`config.mk`:
```
export PLATFORM = sky130hd
export DESIGN_NAME = evfilt_counter
export DESIGN_NICKNAME = d
export VERILOG_FILES = /design/src/rtl/evfilt_pkg.sv /design/src/rtl/evfilt_cfg_reg.sv /design/src/rtl/evfilt_gate.sv /design/src/rtl/evfilt_count.sv /design/src/rtl/evfilt_counter.sv
export SDC_FILE = /design/constraint.sdc
export NUM_CORES = 1
export LEC_CHECK = 0
export BUFFER_PORTS_ARGS = -buffer_cell sky130_fd_sc_hd__buf_2
export CORE_ASPECT_RATIO = 0.5
export CORE_MARGIN = 1
export CORE_UTILIZATION = 48
export DETAILED_ROUTE_END_ITERATION = 10
export GPL_ROUTABILITY_DRIVEN = 0
export PLACE_DENSITY = 0.83
export REMOVE_ABC_BUFFERS = 1
export SYNTH_ARGS = -nofsm -noshare
export SYNTH_HDL_FRONTEND = slang
export SYNTH_HIERARCHICAL = 1
export SYNTH_SLANG_ARGS = --single-unit
```
`constraint.sdc`:
```
create_clock -name clk -period 3.45 [get_ports clk]
set_clock_uncertainty 0.2 [all_clocks]
set_input_delay 0.1725 -clock clk [delete_from_list [all_inputs] [get_ports clk]]
set_output_delay 0.1725 -clock clk [all_outputs]
set_load 0.02 [all_outputs]
```
`src/rtl/evfilt_pkg.sv`:
```
package evfilt_pkg;

  typedef struct packed {
    logic        priv_off;   // 31 suppress level 1
    logic        user_off;   // 30 suppress level 0
    logic        ns_priv;    // 29 non-secure level 1 pair bit
    logic        ns_user;    // 28 non-secure level 0 pair bit
    logic        hyp_on;     // 27 level 2 enable
    logic        mon_pair;   // 26 level 3 pair bit
    logic        mthread;    // 25 stored only
    logic        s_hyp;      // 24 secure level 2 pair bit
    logic [7:0]  resv;       // 23:16 always zero
    logic [15:0] evnum;      // 15:0 event number
  } cfg_t;

  function automatic logic level_allows(input cfg_t c, input logic [1:0] lvl,
                                        input logic sec);
    logic ok;
    case (lvl)
      2'd0:    ok = sec ? !c.user_off : (c.ns_user == c.user_off);
      2'd1:    ok = sec ? !c.priv_off : (c.ns_priv == c.priv_off);
      2'd2:    ok = sec ? (c.s_hyp != c.hyp_on) : c.hyp_on;
      default: ok = (c.mon_pair == c.priv_off);
    endcase
    return ok;
  endfunction

  function automatic logic in_keep_range(input logic [15:0] n);
    return (n[15:6] == 10'h000) || (n[15:6] == 10'h100);
  endfunction

endpackage

```
`src/rtl/evfilt_cfg_reg.sv`:
```
module evfilt_cfg_reg
  import evfilt_pkg::*;
#(
  parameter int          NUM_EVT  = 8,
  parameter logic [15:0] SUP_BASE = 16'h0010,
  localparam int         IDX_W    = (NUM_EVT > 1) ? $clog2(NUM_EVT) : 1
) (
  input  logic             clk,
  input  logic             rst_n,
  input  logic             wr_en,
  input  logic [31:0]      wr_data,
  output cfg_t             cfg_q,
  output logic             sel_ok,
  output logic [IDX_W-1:0] sel_idx
);
  localparam logic [16:0] NUM_EVT17 = 17'(NUM_EVT);

  cfg_t        wr_cfg;
  logic [15:0] wr_off;
  logic        wr_sup;
  logic        wr_keep;

  always_comb begin
    wr_cfg  = cfg_t'(wr_data);
    wr_off  = wr_cfg.evnum - SUP_BASE;
    wr_sup  = (wr_cfg.evnum >= SUP_BASE) && ({1'b0, wr_off} < NUM_EVT17);
    wr_keep = wr_sup || in_keep_range(wr_cfg.evnum);
    wr_cfg.resv = '0;
    if (!wr_keep) wr_cfg.evnum = '0;
  end

  always_ff @(posedge clk) begin
    if (!rst_n) begin
      cfg_q   <= '0;
      sel_ok  <= 1'b0;
      sel_idx <= '0;
    end else if (wr_en) begin
      cfg_q   <= wr_cfg;
      sel_ok  <= wr_sup;
      sel_idx <= wr_off[IDX_W-1:0];
    end
  end
endmodule

```
`src/rtl/evfilt_gate.sv`:
```
module evfilt_gate
  import evfilt_pkg::*;
#(
  parameter int  NUM_EVT = 8,
  localparam int IDX_W   = (NUM_EVT > 1) ? $clog2(NUM_EVT) : 1
) (
  input  cfg_t               cfg,
  input  logic               sel_ok,
  input  logic [IDX_W-1:0]   sel_idx,
  input  logic [NUM_EVT-1:0] evt_pulse,
  input  logic [1:0]         cur_level,
  input  logic               secure,
  output logic               inc
);
  logic line_hit;

  always_comb begin
    line_hit = 1'b0;
    for (int i = 0; i < NUM_EVT; i++)
      if (sel_idx == IDX_W'(i)) line_hit = evt_pulse[i];
    inc = sel_ok && line_hit && level_allows(cfg, cur_level, secure);
  end
endmodule

```
`src/rtl/evfilt_count.sv`:
```
module evfilt_count #(
  parameter int CNT_W = 32
) (
  input  logic             clk,
  input  logic             rst_n,
  input  logic             ld_en,
  input  logic [CNT_W-1:0] ld_data,
  input  logic             inc,
  output logic [CNT_W-1:0] count,
  output logic             overflow
);
  always_ff @(posedge clk) begin
    if (!rst_n) begin
      count    <= '0;
      overflow <= 1'b0;
    end else if (ld_en) begin
      count <= ld_data;
    end else if (inc) begin
      count <= count + 1'b1;
      if (&count) overflow <= 1'b1;
    end
  end
endmodule

```
`src/rtl/evfilt_counter.sv`:
```
module evfilt_counter
  import evfilt_pkg::*;
#(
  parameter int          NUM_EVT  = 8,
  parameter logic [15:0] SUP_BASE = 16'h0010,
  parameter int          CNT_W    = 32
) (
  input  logic               clk,
  input  logic               rst_n,
  input  logic               cfg_wr_en,
  input  logic [31:0]        cfg_wr_data,
  output logic [31:0]        cfg_rd_data,
  input  logic               cnt_wr_en,
  input  logic [CNT_W-1:0]   cnt_wr_data,
  input  logic [NUM_EVT-1:0] evt_pulse,
  input  logic [1:0]         cur_level,
  input  logic               secure,
  output logic [CNT_W-1:0]   count,
  output logic               overflow
);
  localparam int IDX_W = (NUM_EVT > 1) ? $clog2(NUM_EVT) : 1;

  cfg_t             cfg_q;
  logic             sel_ok;
  logic [IDX_W-1:0] sel_idx;
  logic             inc_fire;

  evfilt_cfg_reg #(.NUM_EVT(NUM_EVT), .SUP_BASE(SUP_BASE)) cfg_i (
    .clk(clk), .rst_n(rst_n), .wr_en(cfg_wr_en), .wr_data(cfg_wr_data),
    .cfg_q(cfg_q), .sel_ok(sel_ok), .sel_idx(sel_idx)
  );

  evfilt_gate #(.NUM_EVT(NUM_EVT)) gate_i (
    .cfg(cfg_q), .sel_ok(sel_ok), .sel_idx(sel_idx), .evt_pulse(evt_pulse),
    .cur_level(cur_level), .secure(secure), .inc(inc_fire)
  );

  evfilt_count #(.CNT_W(CNT_W)) cnt_i (
    .clk(clk), .rst_n(rst_n), .ld_en(cnt_wr_en), .ld_data(cnt_wr_data),
    .inc(inc_fire), .count(count), .overflow(overflow)
  );

  assign cfg_rd_data = cfg_q;
endmodule

```
Word-level counts from Yosys, hierarchy flattened
Cells that the tools add are included.
{"block": "totals", "register_bits": 61, "inputBits": 79, "output_inout_bits": 65, "wordCells": 59}
{"block": "classes", "addsub": 2, "order_cmp": 2, "eq_ne": 14, "muxes": 15, "bitwise": 1, "reduce_logical": 12}
{"op": "two-way mux 32 bit", "n": 2}
{"op": "AND reduction 34 bit", "n": 1}
{"op": "adder 32 x 1 -> 32 bit, second input constant", "n": 1}
{"op": ">= comparator 16 x 5 -> 1 bit, second input constant", "n": 1}
{"op": "< comparator 16 x 4 -> 1 bit, second input constant", "n": 1}
{"op": "two-way mux 16 bit", "n": 1}
{"op": "subtractor 16 x 5 -> 16 bit, second input constant", "n": 1}
{"op": "== test 3 bit, second input constant", "n": 4}
{"op": "two-way mux 1 bit", "n": 11}
{"op": "== test 10 x 9 -> 1 bit, second input constant", "n": 1}
{"op": "zero test 10 bit", "n": 1}
{"op": "== test 3 x 2 -> 1 bit, second input constant", "n": 2}
{"op": "== test 1 bit", "n": 3}
{"op": "== test 3 x 1 -> 1 bit, second input constant", "n": 1}
{"op": "logical AND 1 bit", "n": 3}
{"op": "zero test 3 bit", "n": 1}
{"op": "one-hot mux 1 bit (3 select lines)", "n": 1}
{"op": "== test 2 x 1 -> 1 bit, second input constant", "n": 1}
{"op": "== test 2 bit, second input constant", "n": 1}
{"op": "zero test 1 bit", "n": 2}
{"op": "zero test 2 bit", "n": 1}
{"op": "logical OR 1 bit", "n": 2}
{"op": "nonzero test 2 bit", "n": 1}
{"op": "inequality test 1 bit", "n": 1}
{"op": "inverter 1 bit", "n": 1}

Longest topological paths before layout
{"block": "depth", "ltp_word": 13, "ltp_mapped": 9, "ltp_nobuf": 8}

By module
Netlist, hierarchy kept.
{"module": "evfilt_count", "instances": 1, "cells_per_inst": 252, "area_each_um2": 1984.4, "seq_area_each_um2": 660.6}
{"module": "evfilt_cfg_reg", "instances": 1, "cells_per_inst": 109, "area_each_um2": 1132.3, "seq_area_each_um2": 560.5}
{"module": "evfilt_gate", "instances": 1, "cells_per_inst": 17, "area_each_um2": 153.9, "seq_area_each_um2": 0.0}

Worst setup path after synthesis
No wires, ideal clock.
{"block": "synth_path", "path_kind": "register -> register", "start": "reg, netlist name cfg_i/cfg_q[24]", "end": "reg cnt_i.count[14]", "setup_ps": 125, "t_arrival_ps": 2459, "required_ps": 3125, "slack_ps": 666, "stages_incl_launch_ff": 9, "path_buffers": 0, "synth_period_minus_slack_ps": 2784, "path_cell_list": "dfxtp_1 nand2_1 xor2_1 a22o_1 a2111oi_2 nand2_1 nor4_2 nor4bb_1 nor3_1"}
{"block": "synth_via", "elab_chain_cells": 5}
{"item": "inequality test 1 bit", "line": "evfilt_pkg.sv:22", "source": "2'd2: ok = sec ? (c.s_hyp != c.hyp_on) : c.hyp_on;"}
{"item": "two-way mux 1 bit", "line": "evfilt_pkg.sv:22"}
{"item": "one-hot mux 1 bit (3 select lines)", "line": "evfilt_pkg.sv:19", "source": "case (lvl)"}
{"item": "logical AND 1 bit", "line": "evfilt_gate.sv:21", "source": "inc = sel_ok && line_hit && level_allows(cfg, cur_level, secure);"}
{"item": "net inc_fire", "line": "evfilt_counter.sv:26", "source": "logic inc_fire;"}
{"item": "nonzero test 2 bit (no line)"}
{"item": "end signal: assignment", "line": "evfilt_count.sv:17", "source": "count <= ld_data;"}
{"item": "end signal: assignment", "line": "evfilt_count.sv:19", "source": "count <= count + 1'b1;"}
{"item": "end: declaration", "line": "evfilt_count.sv:9", "source": "output logic [CNT_W-1:0] count,"}
The timed path passes the listed nets, and every way through them passes these cells.
A chain may end at the register's enable or synchronous reset.

Final worst setup path
{"block": "layout_path", "start": "reg, netlist name cfg_i/cfg_q[24]", "end": "reg cnt_i.count[19]"}
{"block": "layout_via", "elab_chain_cells": 5}
{"item": "inequality test 1 bit", "line": "evfilt_pkg.sv:22"}
{"item": "two-way mux 1 bit", "line": "evfilt_pkg.sv:22"}
{"item": "one-hot mux 1 bit (3 select lines)", "line": "evfilt_pkg.sv:19"}
{"item": "logical AND 1 bit", "line": "evfilt_gate.sv:21"}
{"item": "net inc_fire", "line": "evfilt_counter.sv:26"}
{"item": "nonzero test 2 bit (no line)"}
The timed path passes the listed nets, and every way through them passes these cells.

==> flow_summary.toml <==
[synthesis]
syn_area_per_cell_um2 = 8.65
yosysUniqueCellTypes = 57
synth_edf_count = 0
synth_warnings = 6
synth_top_area_share = 0.373
seq_area_frac_synth = 0.373
async_flop_share = 0
syn-cell-area_um2 = 3270
synth_area_leaders = "dfxtp_1 37%, mux2i_1 4.9%, o21ai_0 3.2%, xnor2_1 2.9%, nand3_1 2.8%"
netlist_instances = 378
synth_top_area_cell = "dfxtp_1"
synth_ff_type = "dfxtp_1"
yosys_register_bits = 61

[pwr]
pwr-share-clk = 0.457
irDropWorstVdd_v = 0.000289
seq_power_share = 0.398
power_density_nw_per_um2 = 417
p_leak_nw = 1.99
finalPower_mw = 1.96
p_switching_uw = 499
p_comb_frac = 0.145
switching_share = 0.254
p_int_mw = 1.47

[min_path]
hp-class = "primary input to flop"
hold_path_depth = 5
worstHoldStart = "cnt_wr_data[25]"
whs_endpoint = "cnt_i/count[25]$_SDFFE_PN0P_"

[drt]
ant_nets = 0
viasPerCell = 5.68
route.vias.total = 3629
drcViolationCount = 0
drtPass1Iterations = 5
drt_iter0_drc = 237
wl_per_cell_um = 15.3
wirelength_um = 9770

[worst_setup_path]
reg2reg_from = "cfg_i/cfg_q[24]$_SDFFE_PN0P_"
slowest_delay_ns = 0.65
end_kind = "flop"
rr_worst_depth = 8
r2r_slack_ns = 0.34
cp_data_required_time_ns = 3.50
worstPathCellList = "nand2_1 > xor2_1 > a22o_1 > a2111oi_2 > nand3_1 > or2_2 > or4_1 > a31oi_1"
worstSetupPathType = "flop to flop"
arrival_ns = 3.16
r2r-end = "cnt_i/count[19]$_SDFFE_PN0P_"
worst_path_max_delay_cell = "a2111oi_2"
critPathMaxFanout = 8
worst_setup_path_start_kind = "flop"

[layout]
insertedDiodeCount = 0
drive_gt1_frac = 0.303
most-common-layout-cells = "127 x buf_2, 61 x dfxtp_1, 44 x dlygate4sd3_1"
instances_no_fill = 639
syn_to_final_growth_pct = 43.8
final.fill_count = 477
final_common_cell = "buf_2"
fin_area_um2 = 4700
final_nets = 627

[timing]
worst_slew_pin_slew_ns = 0.662
finalHoldViolCount = 0
fin_crit_ns = 3.11
report.final.slew_viol_count = 0
relSlewSlack = 0.554
setup_viol = 0
finalSetupTns_ns = 0
rsz0062_at_grt = "no"
fin_crit_sh = 0.902
fmax_mhz = 321

[place]
dp_cells = 580
port_buffers = 127
dp_hpwl_um = 6260
place_area_um2 = 3960

[clock_tree]
cts_resized = 0
root_buffer = "clkbuf_16"
path_clk_slew_ns = 0.05
cts_buffers = 9
cts_tree = "done"
cts_sinks = 61
htree_levels = 3
clk_latency_ns = 0.33
clk_path_buf_depth = 2

[die]
coreArea_um2 = 6310
die-area_um2 = 7170
start_util = 0.519
rows = 20
pin_count = 144
fp.dieH_um = 60.4
dieWidth_um = 119

[global_route]
gr-total-overflow = 0
antenna_found_initial = 0
grt_pass1_wl_um = 15800
track_usage = 0.286
grt_pass1_vias = 3465
grt_max_degree = 38

[run_status]
status = "completed"

[job]
maxCapViolCount = 0
-- worst max-delay path by stage --
| stage | startpoint | end | slack [ns] |
|---|---|---|---|
| CTS | cfg_i/cfg_q[24]$_SDFFE_PN0P_ | cnt_i/count[19]$_SDFFE_PN0P_ | 0.37 |
| floorplan | cfg_i/cfg_q[24]$_SDFFE_PN0P_ | cnt_i/count[14]$_SDFFE_PN0P_ | 0.13 |
| detailed placement | secure | cnt_i/count[19]$_SDFFE_PN0P_ | 0.38 |
| global placement | secure | cnt_i/count[19]$_SDFFE_PN0P_ | 0.41 |
| global route | cfg_i/cfg_q[24]$_SDFFE_PN0P_ | cnt_i/count[15]$_SDFFE_PN0P_ | 0.18 |
| finish | cfg_i/cfg_q[24]$_SDFFE_PN0P_ | cnt_i/count[19]$_SDFFE_PN0P_ | 0.34 |
-- what timing repair did --
action / 4_1_cts / 5_1_grt
hold buffers: 44 / 0
buffers inserted: 0 / 0
hold endpoints to repair: 46 / 0
-- worst max-delay path, delay by kind of cell, from the launching register on --
family / cells / cell delay, ns
xor+xnor: 1 / 0.14
compound gates: 3 / 1.04
flops: 1 / 0.35
simple gates: 4 / 1.31
-- cell families after synthesis --
group / synth area share
simple gates: 0.299
compound gates: 0.172
flops: 0.373
buf+inv: 0.0539
mux: 0.0593
xor+xnor: 0.0375
fa+ha+maj: 0.00382
other cells: 0.00115
-- per-layer routing --
layer | global-route usage | up-vias | part of all wire
met3 | 0.102 | 27 | 0.079
met2 | 0.520 | 171 | 0.49
met5 | 0 | - | 0
met4 | 0.136 | 0 | 0.025
met1 | 0.311 | 1692 | 0.40
li1 | - | 1739 | -
-- synth_stat cells (13+ instances only) --
| cell | n |
|---|---|
| dfxtp_1 | 61 |
| nand2_1 | 21 |
| o21ai_0 | 21 |
| nand3_1 | 18 |
| a21oi_1 | 16 |
| clkbuf_1 | 16 |
| mux2i_1 | 16 |
| nor2_1 | 14 |
| nor4_1 | 14 |
| nor2b_1 | 13 |
| nor3_1 | 13 |
-- layout make-up --
type / count / area [um2] / area share
Clock buffer: 11 / 253 / 0.0537
Clock inverter: 4 / 47.5 / 0.0101
Inverter: 10 / 37.5 / 0.00798
Multi-Input combinational cell: 286 / 1900 / 0.404
Sequential cell: 61 / 1220 / 0.260
Tap cell: 88 / 110 / 0.0234
Timing Repair Buffer: 179 / 1140 / 0.241
-- power by group through the flow --
stage / Sequential (mW) / Clock [mW] / Combinational, mW
after floorplan: 0.825 / 0 / 0.0958
after global placement: 0.795 / 0 / 0.235
after detailed placement: 0.795 / 0 / 0.240
after CTS: 0.781 / 0.912 / 0.279
after global routing: 0.788 / 0.951 / 0.309
final: 0.782 / 0.898 / 0.284
-- per-stage QoR --
step	utilization	setup slack, ns	hold WS (ns)
4_1_cts	0.746	0.368	0.00154
2_1_floorplan	-	0.134	0.101
5_1_grt	0.746	0.181	0.0250
3_5_place_dp	0.629	0.375	0.221
6_report	0.746	0.340	0.0211
3_3_place_gp	0.629	0.411	0.206
-- flip-flops by register name (all words and copies together) (netlist names) --
| signal | flops |
|---|---|
| cnt_i/count | 32 |
| cfg_i/cfg_q | 24 |
| cfg_i/sel_idx | 3 |
| cfg_i/sel_ok | 1 |
| cnt_i/overflow | 1 |
No activity file was read; power rests on OpenSTA's default activity.
